==> config.mk <==
export PLATFORM = sky130hd
export DESIGN_NAME = pwrseq_top
export DESIGN_NICKNAME = d
export VERILOG_FILES = /design/src/rtl/pwrseq_pkg.sv /design/src/rtl/pwrseq_sync.sv /design/src/rtl/pwrseq_div.sv /design/src/rtl/pwrseq_shift.sv /design/src/rtl/pwrseq_top.sv
export SDC_FILE = /design/constraint.sdc
export NUM_CORES = 1
export LEC_CHECK = 0
export ABC_AREA = 1
export BUFFER_PORTS_ARGS = -buffer_cell sky130_fd_sc_hd__buf_2
export CORE_MARGIN = 2
export CORE_UTILIZATION = 37
export DETAILED_ROUTE_END_ITERATION = 6
export GPL_ROUTABILITY_DRIVEN = 1
export SLEW_MARGIN = 10
export SYNTH_ARGS = -nofsm -noshare
export SYNTH_HDL_FRONTEND = slang
export SYNTH_HIERARCHICAL = 1
export SYNTH_SLANG_ARGS = --single-unit
==> constraint.sdc <==
create_clock -name clk -period 1.61 [get_ports clk]
set_input_delay 0.4025 -clock clk [delete_from_list [all_inputs] [get_ports clk]]
set_output_delay 0.4025 -clock clk [all_outputs]
set_load 0.01 [all_outputs]
==> src/rtl/pwrseq_pkg.sv <==
package pwrseq_pkg;

    // Phase of the divided square wave
    typedef enum logic {
        PH_LOW  = 1'b0,
        PH_HIGH = 1'b1
    } lclk_phase_e;

    // Default sequencing constants (1 MHz reference)
    localparam int unsigned DEF_HALF_DIV = 8330;
    localparam int unsigned DEF_DEPTH    = 20;
    localparam int unsigned DEF_DC_STAGE = 15;
    localparam int unsigned DEF_PG_STAGE = 20;

endpackage

==> src/rtl/pwrseq_sync.sv <==
module pwrseq_sync #(
    parameter int unsigned STAGES = 2
) (
    input  logic clk,
    input  logic rst,
    input  logic async_in,
    output logic sync_out
);
    typedef struct packed {
        logic [STAGES-1:0] chain;
    } sync_state_t;

    sync_state_t st_d, st_q;

    always_comb begin
        st_d = st_q;
        st_d.chain = {st_q.chain[STAGES-2:0], async_in};
    end

    always_ff @(posedge clk) begin
        if (rst) st_q <= '0;
        else     st_q <= st_d;
    end

    assign sync_out = st_q.chain[STAGES-1];

    // output follows the input delayed by exactly STAGES edges
    p_two_flop_r6: assert property (@(posedge clk) disable iff (rst)
        $rose(st_q.chain[0]) |=> $rose(st_q.chain[1]));
endmodule

==> src/rtl/pwrseq_div.sv <==
module pwrseq_div
    import pwrseq_pkg::*;
#(
    parameter int unsigned HALF_DIV = DEF_HALF_DIV
) (
    input  logic clk,
    input  logic rst,
    output logic line_clk,
    output logic rise_tick
);
    localparam int unsigned CW = (HALF_DIV > 1) ? $clog2(HALF_DIV) : 1;
    localparam logic [CW-1:0] LAST = CW'(HALF_DIV - 1);

    typedef struct packed {
        logic [CW-1:0] cnt;
        lclk_phase_e   phase;
        logic          tick;
    } div_state_t;

    div_state_t st_d, st_q;
    logic       wrap;

    always_comb begin
        st_d = st_q;
        wrap = (st_q.cnt == LAST);
        st_d.tick = 1'b0;
        if (wrap) begin
            st_d.cnt = '0;
            if (st_q.phase == PH_LOW) begin
                st_d.phase = PH_HIGH;
                st_d.tick  = 1'b1;
            end else begin
                st_d.phase = PH_LOW;
            end
        end else begin
            st_d.cnt = st_q.cnt + 1'b1;
        end
    end

    always_ff @(posedge clk) begin
        if (rst) st_q <= '{cnt: '0, phase: PH_LOW, tick: 1'b0};
        else     st_q <= st_d;
    end

    assign line_clk  = (st_q.phase == PH_HIGH);
    assign rise_tick = st_q.tick;

    // no phase change except at the terminal count
    p_hold_phase_r2: assert property (@(posedge clk) disable iff (rst)
        (st_q.cnt != LAST) |=> $stable(line_clk));
    // the phase flips at the terminal count
    p_flip_phase_r2: assert property (@(posedge clk) disable iff (rst)
        (st_q.cnt == LAST) |=> (line_clk != $past(line_clk)));
    // the step pulse marks exactly the rising edge of the line clock
    p_tick_at_rise_r3: assert property (@(posedge clk) disable iff (rst)
        rise_tick |-> (line_clk && !$past(line_clk)));
endmodule

==> src/rtl/pwrseq_shift.sv <==
module pwrseq_shift
    import pwrseq_pkg::*;
#(
    parameter int unsigned DEPTH    = DEF_DEPTH,
    parameter int unsigned DC_STAGE = DEF_DC_STAGE,
    parameter int unsigned PG_STAGE = DEF_PG_STAGE
) (
    input  logic clk,
    input  logic rst,
    input  logic stable,
    input  logic step,
    output logic dc_tap,
    output logic pg_tap
);
    typedef struct packed {
        logic [DEPTH-1:0] stage;
    } shift_state_t;

    shift_state_t st_d, st_q;

    generate
        if (DC_STAGE < 1 || PG_STAGE <= DC_STAGE || PG_STAGE > DEPTH) begin : g_bad_taps
            initial $error("pwrseq_shift: taps must satisfy 1 <= DC_STAGE < PG_STAGE <= DEPTH");
        end
    endgenerate

    always_comb begin
        st_d = st_q;
        if (!stable)
            st_d.stage = '0;
        else if (step)
            st_d.stage = {st_q.stage[DEPTH-2:0], 1'b1};
    end

    always_ff @(posedge clk) begin
        if (rst) st_q <= '0;
        else     st_q <= st_d;
    end

    assign dc_tap = st_q.stage[DC_STAGE-1];
    assign pg_tap = st_q.stage[PG_STAGE-1];

    // losing the supply empties the register on the next edge
    p_clear_on_loss_r6: assert property (@(posedge clk) disable iff (rst)
        !stable |=> (st_q.stage == '0));
    // contents stay a filled-from-bottom thermometer
    p_thermometer_r4: assert property (@(posedge clk) disable iff (rst)
        ((st_q.stage + 1'b1) & st_q.stage) == '0);
    // no movement without a step while stable
    p_hold_no_step_r4: assert property (@(posedge clk) disable iff (rst)
        (stable && !step) |=> $stable(st_q.stage));
endmodule

==> src/rtl/pwrseq_top.sv <==
module pwrseq_top
    import pwrseq_pkg::*;
#(
    parameter int unsigned HALF_DIV = DEF_HALF_DIV,
    parameter int unsigned DEPTH    = DEF_DEPTH,
    parameter int unsigned DC_STAGE = DEF_DC_STAGE,
    parameter int unsigned PG_STAGE = DEF_PG_STAGE
) (
    input  logic clk,
    input  logic rst,
    input  logic supply_stable,
    output logic line_clk,
    output logic dc_good,
    output logic power_good
);
    logic stable_s;
    logic step;

    pwrseq_sync #(.STAGES(2)) u_sync (
        .clk      (clk),
        .rst      (rst),
        .async_in (supply_stable),
        .sync_out (stable_s)
    );

    pwrseq_div #(.HALF_DIV(HALF_DIV)) u_div (
        .clk       (clk),
        .rst       (rst),
        .line_clk  (line_clk),
        .rise_tick (step)
    );

    pwrseq_shift #(
        .DEPTH    (DEPTH),
        .DC_STAGE (DC_STAGE),
        .PG_STAGE (PG_STAGE)
    ) u_shift (
        .clk    (clk),
        .rst    (rst),
        .stable (stable_s),
        .step   (step),
        .dc_tap (dc_good),
        .pg_tap (power_good)
    );

    // ordering of the two indications
    p_order_r5: assert property (@(posedge clk) disable iff (rst)
        power_good |-> dc_good);
    // outputs low in the cycle after reset
    p_reset_low_r1: assert property (@(posedge clk)
        rst |=> (!line_clk && !dc_good && !power_good));
endmodule

==> impl_metrics.toml, run 1 <==
[placed_design]
dp_hpwl_um = 1910
pre_cts_slack_ns = 0.319
port_buffers = 5
gp_congestion = 0.768

[grt]
grt_pass1_wl_um = 4750
grt-ovfl-total = 0
grt_usage_pct = 12.1
grt_max_degree = 21
antenna_found_initial = 0
grt_pass1_vias = 1144

[route]
ant_nets = 0
via_count = 1271
drt_iter0_drc = 72
first_pass_iters = 4
drc = 0
avgViaCountPerCell = 4.61
drt-total-wl_um = 2690
routedWlPerCell_um = 9.76

[floorplanning]
die-height_um = 70.1
die-area_mm2 = 0.00491
core_mm2 = 0.00426
die_x_um = 70.1
start_util_pct = 37.9
ios = 6
core.rowCount = 24

[synthesis]
synth.avg_cell_area_um2 = 7.51
synth.top_cell.area_share_pct = 47.1
yosysTopAreaCell = "dfxtp_1"
synth_area_mm2 = 0.00162
seq_area_frac_synth_pct = 47.1
syn-num-nets = 220
synth_edf_count = 0
yosysUniqueCellTypes = 23
synthCells = 215
yosysWarnings = 6
async_flop_share_pct = 0
ys.flop_type = "dfxtp_1"
synth_seq_cells = 38
netlist_top_cells_area = "dfxtp_1 (47%), nand2_1 (15%), a21oi_1 (6.8%)"

[setup_path]
crit_end = "u_div/st_q[10]$_SDFF_PP0_"
r2r_end = "u_div/st_q[10]$_SDFF_PP0_"
required_ns = 1.78
path_max_fanout = 4
cp-startpoint = "u_div/st_q[2]$_SDFF_PP0_"
worstPathArrival_ns = 1.47
rrSetupSlack_ns = 0.31
worstSetupEndpointType = "flip-flop"
r2r_start = "u_div/st_q[2]$_SDFF_PP0_"
reg2regPathDepth = 6
startpoint_type = "flip-flop"
crit_type = "flip-flop to flip-flop"

[power]
peakVddDrop_mv = 0.645
power.share.clock_pct = 49.6
p_leak_nw = 0.624
intPower_mw = 1.62
pwr-share-comb_pct = 2.1
seq_power_share_pct = 48.3
power_density_mw_per_mm2 = 1090
p_sw_mw = 0.355
p_sw_share_pct = 17.9

[clock_network]
clock_sinks = 38
cts_max_path_buffers = 2
cts_tree = "built"
clock_latency_ns = 0.28
post_cts_buffers = 0
path_clk_slew_ns = 0.07
postCtsResizedCells = 0
h-tree-depth = 2
cts_made_buffers = 5
holdBufCountCts = 0
root_buffer = "clkbuf_8"

[final_layout]
num-fill-cells = 471
syn_to_final_growth_pct = 12.0
final_core_utilization_pct = 42.4
antenna_cells = 0
layout.nets = 228
post_route_cells_drive_above_1_share_pct = 17.0

[timing]
fin_crit_sh_pct = 80.6
fin_skew_ns = 0.00729
fin_setup_tns_ns = 0
fmax_mhz = 771
setup_violations = 0
worst_pin_slew_ns = 0.393
fin_crit_ns = 1.30
drv_slew = 0
hold_violations = 0
fin_ws_ns = 0.313
max-slew-margin-rel_pct = 73.8
rsz0062_at_grt = "no"

[min_path]
min_path_type = "primary input to flip-flop"

[run]
cap_violations = 0

[outcome]
status = "completed"
==> worst min path at each step <==
stage                                   start                        end  slack [ns]  cells after the start
global placement    u_sync/st_q[0]$_SDFF_PP0_  u_sync/st_q[1]$_SDFF_PP0_        0.39                      2
CTS                             supply_stable  u_sync/st_q[0]$_SDFF_PP0_        0.31                      3
finish                          supply_stable  u_sync/st_q[0]$_SDFF_PP0_        0.32                      3
detailed placement  u_sync/st_q[0]$_SDFF_PP0_  u_sync/st_q[1]$_SDFF_PP0_        0.40                      2
global route                              rst  u_sync/st_q[0]$_SDFF_PP0_        0.33                      2
floorplan           u_sync/st_q[0]$_SDFF_PP0_  u_sync/st_q[1]$_SDFF_PP0_        0.39                      2
==> through the flow <==
step | power (mW) | hold WS [ns] | std cells | area, µm²
floorplan | 1.01 | 0.388 | 215 | 1620
global placement | 1.02 | 0.393 | 268 | 1670
detailed placement | 1.02 | 0.399 | 268 | 1670
CTS | 2.01 | 0.306 | 276 | 1810
global route | 2.05 | 0.334 | 276 | 1810
finish | 1.98 | 0.321 | 276 | 1810
==> sequential cells by signal, summed over array words and instances, names as in the netlist <==
signal	flops
u_shift/st_q	20
u_div/line_clk	1
u_div/rise_tick	1
u_sync/st_q	2
u_div/st_q	14
==> layout by cell type, fill, tap and decap left out, types with 5 or more instances in the layout <==
master / instances
a21oi_1: 22
inv_1: 17
nand3_1: 10
clkbuf_8: 6
nand2_1: 65
nor2_2: 12
buf_2: 5
dfxtp_1: 38
nor2_1: 23
==> kinds of logic (layout without fill, tap and decap cells) <==
logic type,count (synthesis),after routing,share of synthesized area [%]
AO/OA/AOI/OAI,26,26,8.75
XOR/XNOR,4,4,2.17
adder cells (fa/ha/maj),2,2,1.55
buffers and inverters,25,34,7.75
flip-flops,38,38,47.1
AND/OR/NAND/NOR,120,120,32.7
==> layer usage <==
metal	GRT usage (%)	part of all wire (%)
met1	13.7	50
met2	20.7	47
met3	4.76	2.9
met4	3.85	0.30
met5	0	0
==> cells in the mapped netlist (2+ instances only) <==
cell / number
nand2_1: 65
dfxtp_1: 38
nor2_1: 23
a21oi_1: 22
inv_1: 17
nor2_2: 12
nand3_1: 10
a21oi_2: 3
buf_2: 3
nand2_2: 3
nand4_1: 3
xnor2_1: 3
ha_1: 2
inv_2: 2
==> power by group through the flow <==
stage,Combinational [mW],Sequential (mW),Clock [mW]
after floorplan,0.0377,0.976,0
after global placement,0.0417,0.977,0
after detailed placement,0.0412,0.978,0
after CTS,0.0414,0.956,1.01
after global routing,0.0470,0.957,1.05
final,0.0412,0.956,0.982
==> layout make-up <==
class | count | area (µm²) | share of cell area, %
clock buffers | 6 | 82.6 | 4.56
well taps | 52 | 65.1 | 3.60
flip-flops and latches | 38 | 761 | 42.0
clock inverters | 2 | 60.1 | 3.32
repair buffers | 7 | 40.0 | 2.21
inverters | 19 | 71.3 | 3.94
multi-input cells | 152 | 729 | 40.3
==> critical path: stages, from the launching register on <==
cell and delay, ns:
dfxtp_1 0.41, ha_1 0.22, nand3_1 0.14, inv_1 0.14, nand2_1 0.07, xor2_1 0.16
nor2_2 0.04
Note: power is estimated with default switching activity, not from simulation.
==> run 2: changes to the inputs <==
clock period = 1.1 ns   (was 1.61 ns; I/O delays follow)
==> impl_metrics.toml, run 2 (same netlist as run 1, synthesis figures left out) <==
[floorplanning]
die-area_mm2 = 0.00491
die_x_um = 70.1
core.rowCount = 24
start_util_pct = 37.9
die-height_um = 70.1
core_mm2 = 0.00426
ios = 6

[timing]
drv_slew = 0
worst_pin_slew_ns = 0.395
fin_ws_ns = -0.0777
rsz0062_at_grt = "yes"
setup_violations = 14
fin_crit_ns = 1.18
fin_crit_sh_pct = 107
max-slew-margin-rel_pct = 73.7
hold_violations = 0
fmax_mhz = 849
fin_skew_ns = 0.00546

[outcome]
status = "finished with violations"
violations = "setup timing"

[power]
p_sw_share_pct = 20.0
power_density_mw_per_mm2 = 1400
peakVddDrop_mv = 0.517
pwr-share-comb_pct = 3.6
seq_power_share_pct = 47.9
p_sw_mw = 0.585
intPower_mw = 2.34
power.share.clock_pct = 48.5
p_leak_nw = 0.741

[setup_path]
slowest_delay_ns = 0.37
startpoint_type = "flip-flop"
r2r_end = "u_div/line_clk$_SDFFE_PP0N_"
worstPathArrival_ns = 1.37
crit_type = "flip-flop to flip-flop"
reg2regPathDepth = 8
rrSetupSlack_ns = -0.08
worstPathCellList = "inv_2 -> ha_4 -> nand3_4 -> nor2_4 -> nand2_4 -> buf_6 -> nand3_2 -> nand2_1"
worstSetupEndpointType = "flip-flop"
crit_slowest_cell = "dfxtp_4"
r2r_start = "u_div/st_q[3]$_SDFF_PP0_"
required_ns = 1.29
path_max_fanout = 3

[final_layout]
layout_common_cells = "nand2_1 (63), dfxtp_1 (29), nor2_1 (20), a21oi_1 (20), buf_4 (16)"
layout.nets = 245
antenna_cells = 0
layout_commonest_cell = "nand2_1"
final_cells = 293
num-fill-cells = 428
top_regs = "u_shift/st_q x20, u_div/st_q x14, u_sync/st_q x2"
largest_reg_flops = 20
post_route_cells_drive_above_1_share_pct = 33.2
final_core_utilization_pct = 48.9
top_register = "u_shift/st_q"
syn_to_final_growth_pct = 29.2

[placed_design]
port_buffers = 5
gp_congestion = 0.798
pre_cts_slack_ns = -0.0848
dp.cells = 283
dp_hpwl_um = 2030

[min_path]
min_to = "u_sync/st_q[0]$_SDFF_PP0_"
hold_start = "supply_stable"
min_path_type = "primary input to flip-flop"
hold_depth = 3

[run]
cap_violations = 0

[route]
drt_iter0_drc = 45
via_count = 1360
ant_nets = 0
first_pass_iters = 4
avgViaCountPerCell = 4.64
drt-total-wl_um = 3190
routedWlPerCell_um = 10.9
drc = 0

[grt]
antenna_found_initial = 0
grt_usage_pct = 13.9
grt_pass1_wl_um = 5400
grt_pass1_vias = 1250
grt-ovfl-total = 0
grt_max_degree = 21

[clock_network]
cts_made_buffers = 5
clock_sinks = 38
cts_tree = "built"
root_buffer = "clkbuf_8"
path_clk_slew_ns = 0.08
clock_latency_ns = 0.29
cts_max_path_buffers = 2
h-tree-depth = 2
## run 2: cell types whose count changed in the layout (fill, tap and decap cells not counted), moves of 3 or more
cell     before  now
dfxtp_1      38   29
dfxtp_4       0    3
nand3_2       1    4
buf_4         2   16
nand3_1      10    5
nor2_1       23   20
nor2_4        0    3
dfxtp_2       0    6
## run 2: power by group through the flow
stage / clock network, mW / registers, mW / logic (mW)
after floorplan: 0 / 1.43 / 0.0642
after global placement: 0 / 1.44 / 0.0849
after detailed placement: 0 / 1.44 / 0.0856
after CTS: 1.48 / 1.40 / 0.100
after global routing: 1.54 / 1.41 / 0.115
final: 1.42 / 1.40 / 0.104
## run 2: worst max path at each step
stage	from	end	cells past startpoint
floorplan	u_div/st_q[3]$_SDFF_PP0_	u_div/st_q[4]$_SDFF_PP0_	8
global placement	u_div/st_q[3]$_SDFF_PP0_	u_div/st_q[5]$_SDFF_PP0_	7
detailed placement	u_div/st_q[3]$_SDFF_PP0_	u_div/st_q[5]$_SDFF_PP0_	7
CTS	u_div/st_q[3]$_SDFF_PP0_	u_div/line_clk$_SDFFE_PP0N_	8
global route	u_div/st_q[3]$_SDFF_PP0_	u_div/rise_tick$_SDFF_PP0_	8
finish	u_div/st_q[3]$_SDFF_PP0_	u_div/line_clk$_SDFFE_PP0N_	8
## run 2: per-stage QoR
step	setup TNS (ns)	power, mW	area [µm²]	hold WS (ns)
after global placement	-0.881	1.52	1840	0.389
final	-0.494	2.93	2090	0.180
after detailed placement	-0.932	1.52	1840	0.399
after CTS	-0.837	2.98	2040	0.169
after floorplan	-0.0186	1.50	1660	0.346
after global routing	-1.36	3.06	2090	0.193
## run 2: timing repair
| item | 4_1_cts | 5_1_grt |
|---|---|---|
| gates resized for setup | 11 | 16 |
| pin swaps | 2 | 3 |
| gates cloned | 1 | 0 |
| setup buffers | 1 | 0 |
| hold buffers | 0 | 0 |
| endpoints found under the setup margin | 15 | 18 |
## run 2: routing by layer
layer  GRT usage (%)  share of wire (%)
met1            16.5                 43
met2            23.1                 52
met3            4.33                3.9
met4            5.77                1.6
met5               0                  0
## run 2: worst max-delay path, delay by kind of cell, from the launching register on
family / cells / cell delay [ns]
buffers and inverters: 2 / 0.20
adder cells (fa/ha/maj): 1 / 0.14
AND/OR/NAND/NOR: 5 / 0.36
flip-flops: 1 / 0.37
## run 2: area by class of cell
type	instances	area, µm²	area share, %
Multi-Input combinational cell	153	855	40.9
Sequential cell	38	779	37.4
Timing Repair Buffer	23	176	8.45
Inverter	19	73.8	3.54
Clock buffer	5	68.8	3.30
Clock inverter	3	68.8	3.30
Tap cell	52	65.1	3.12
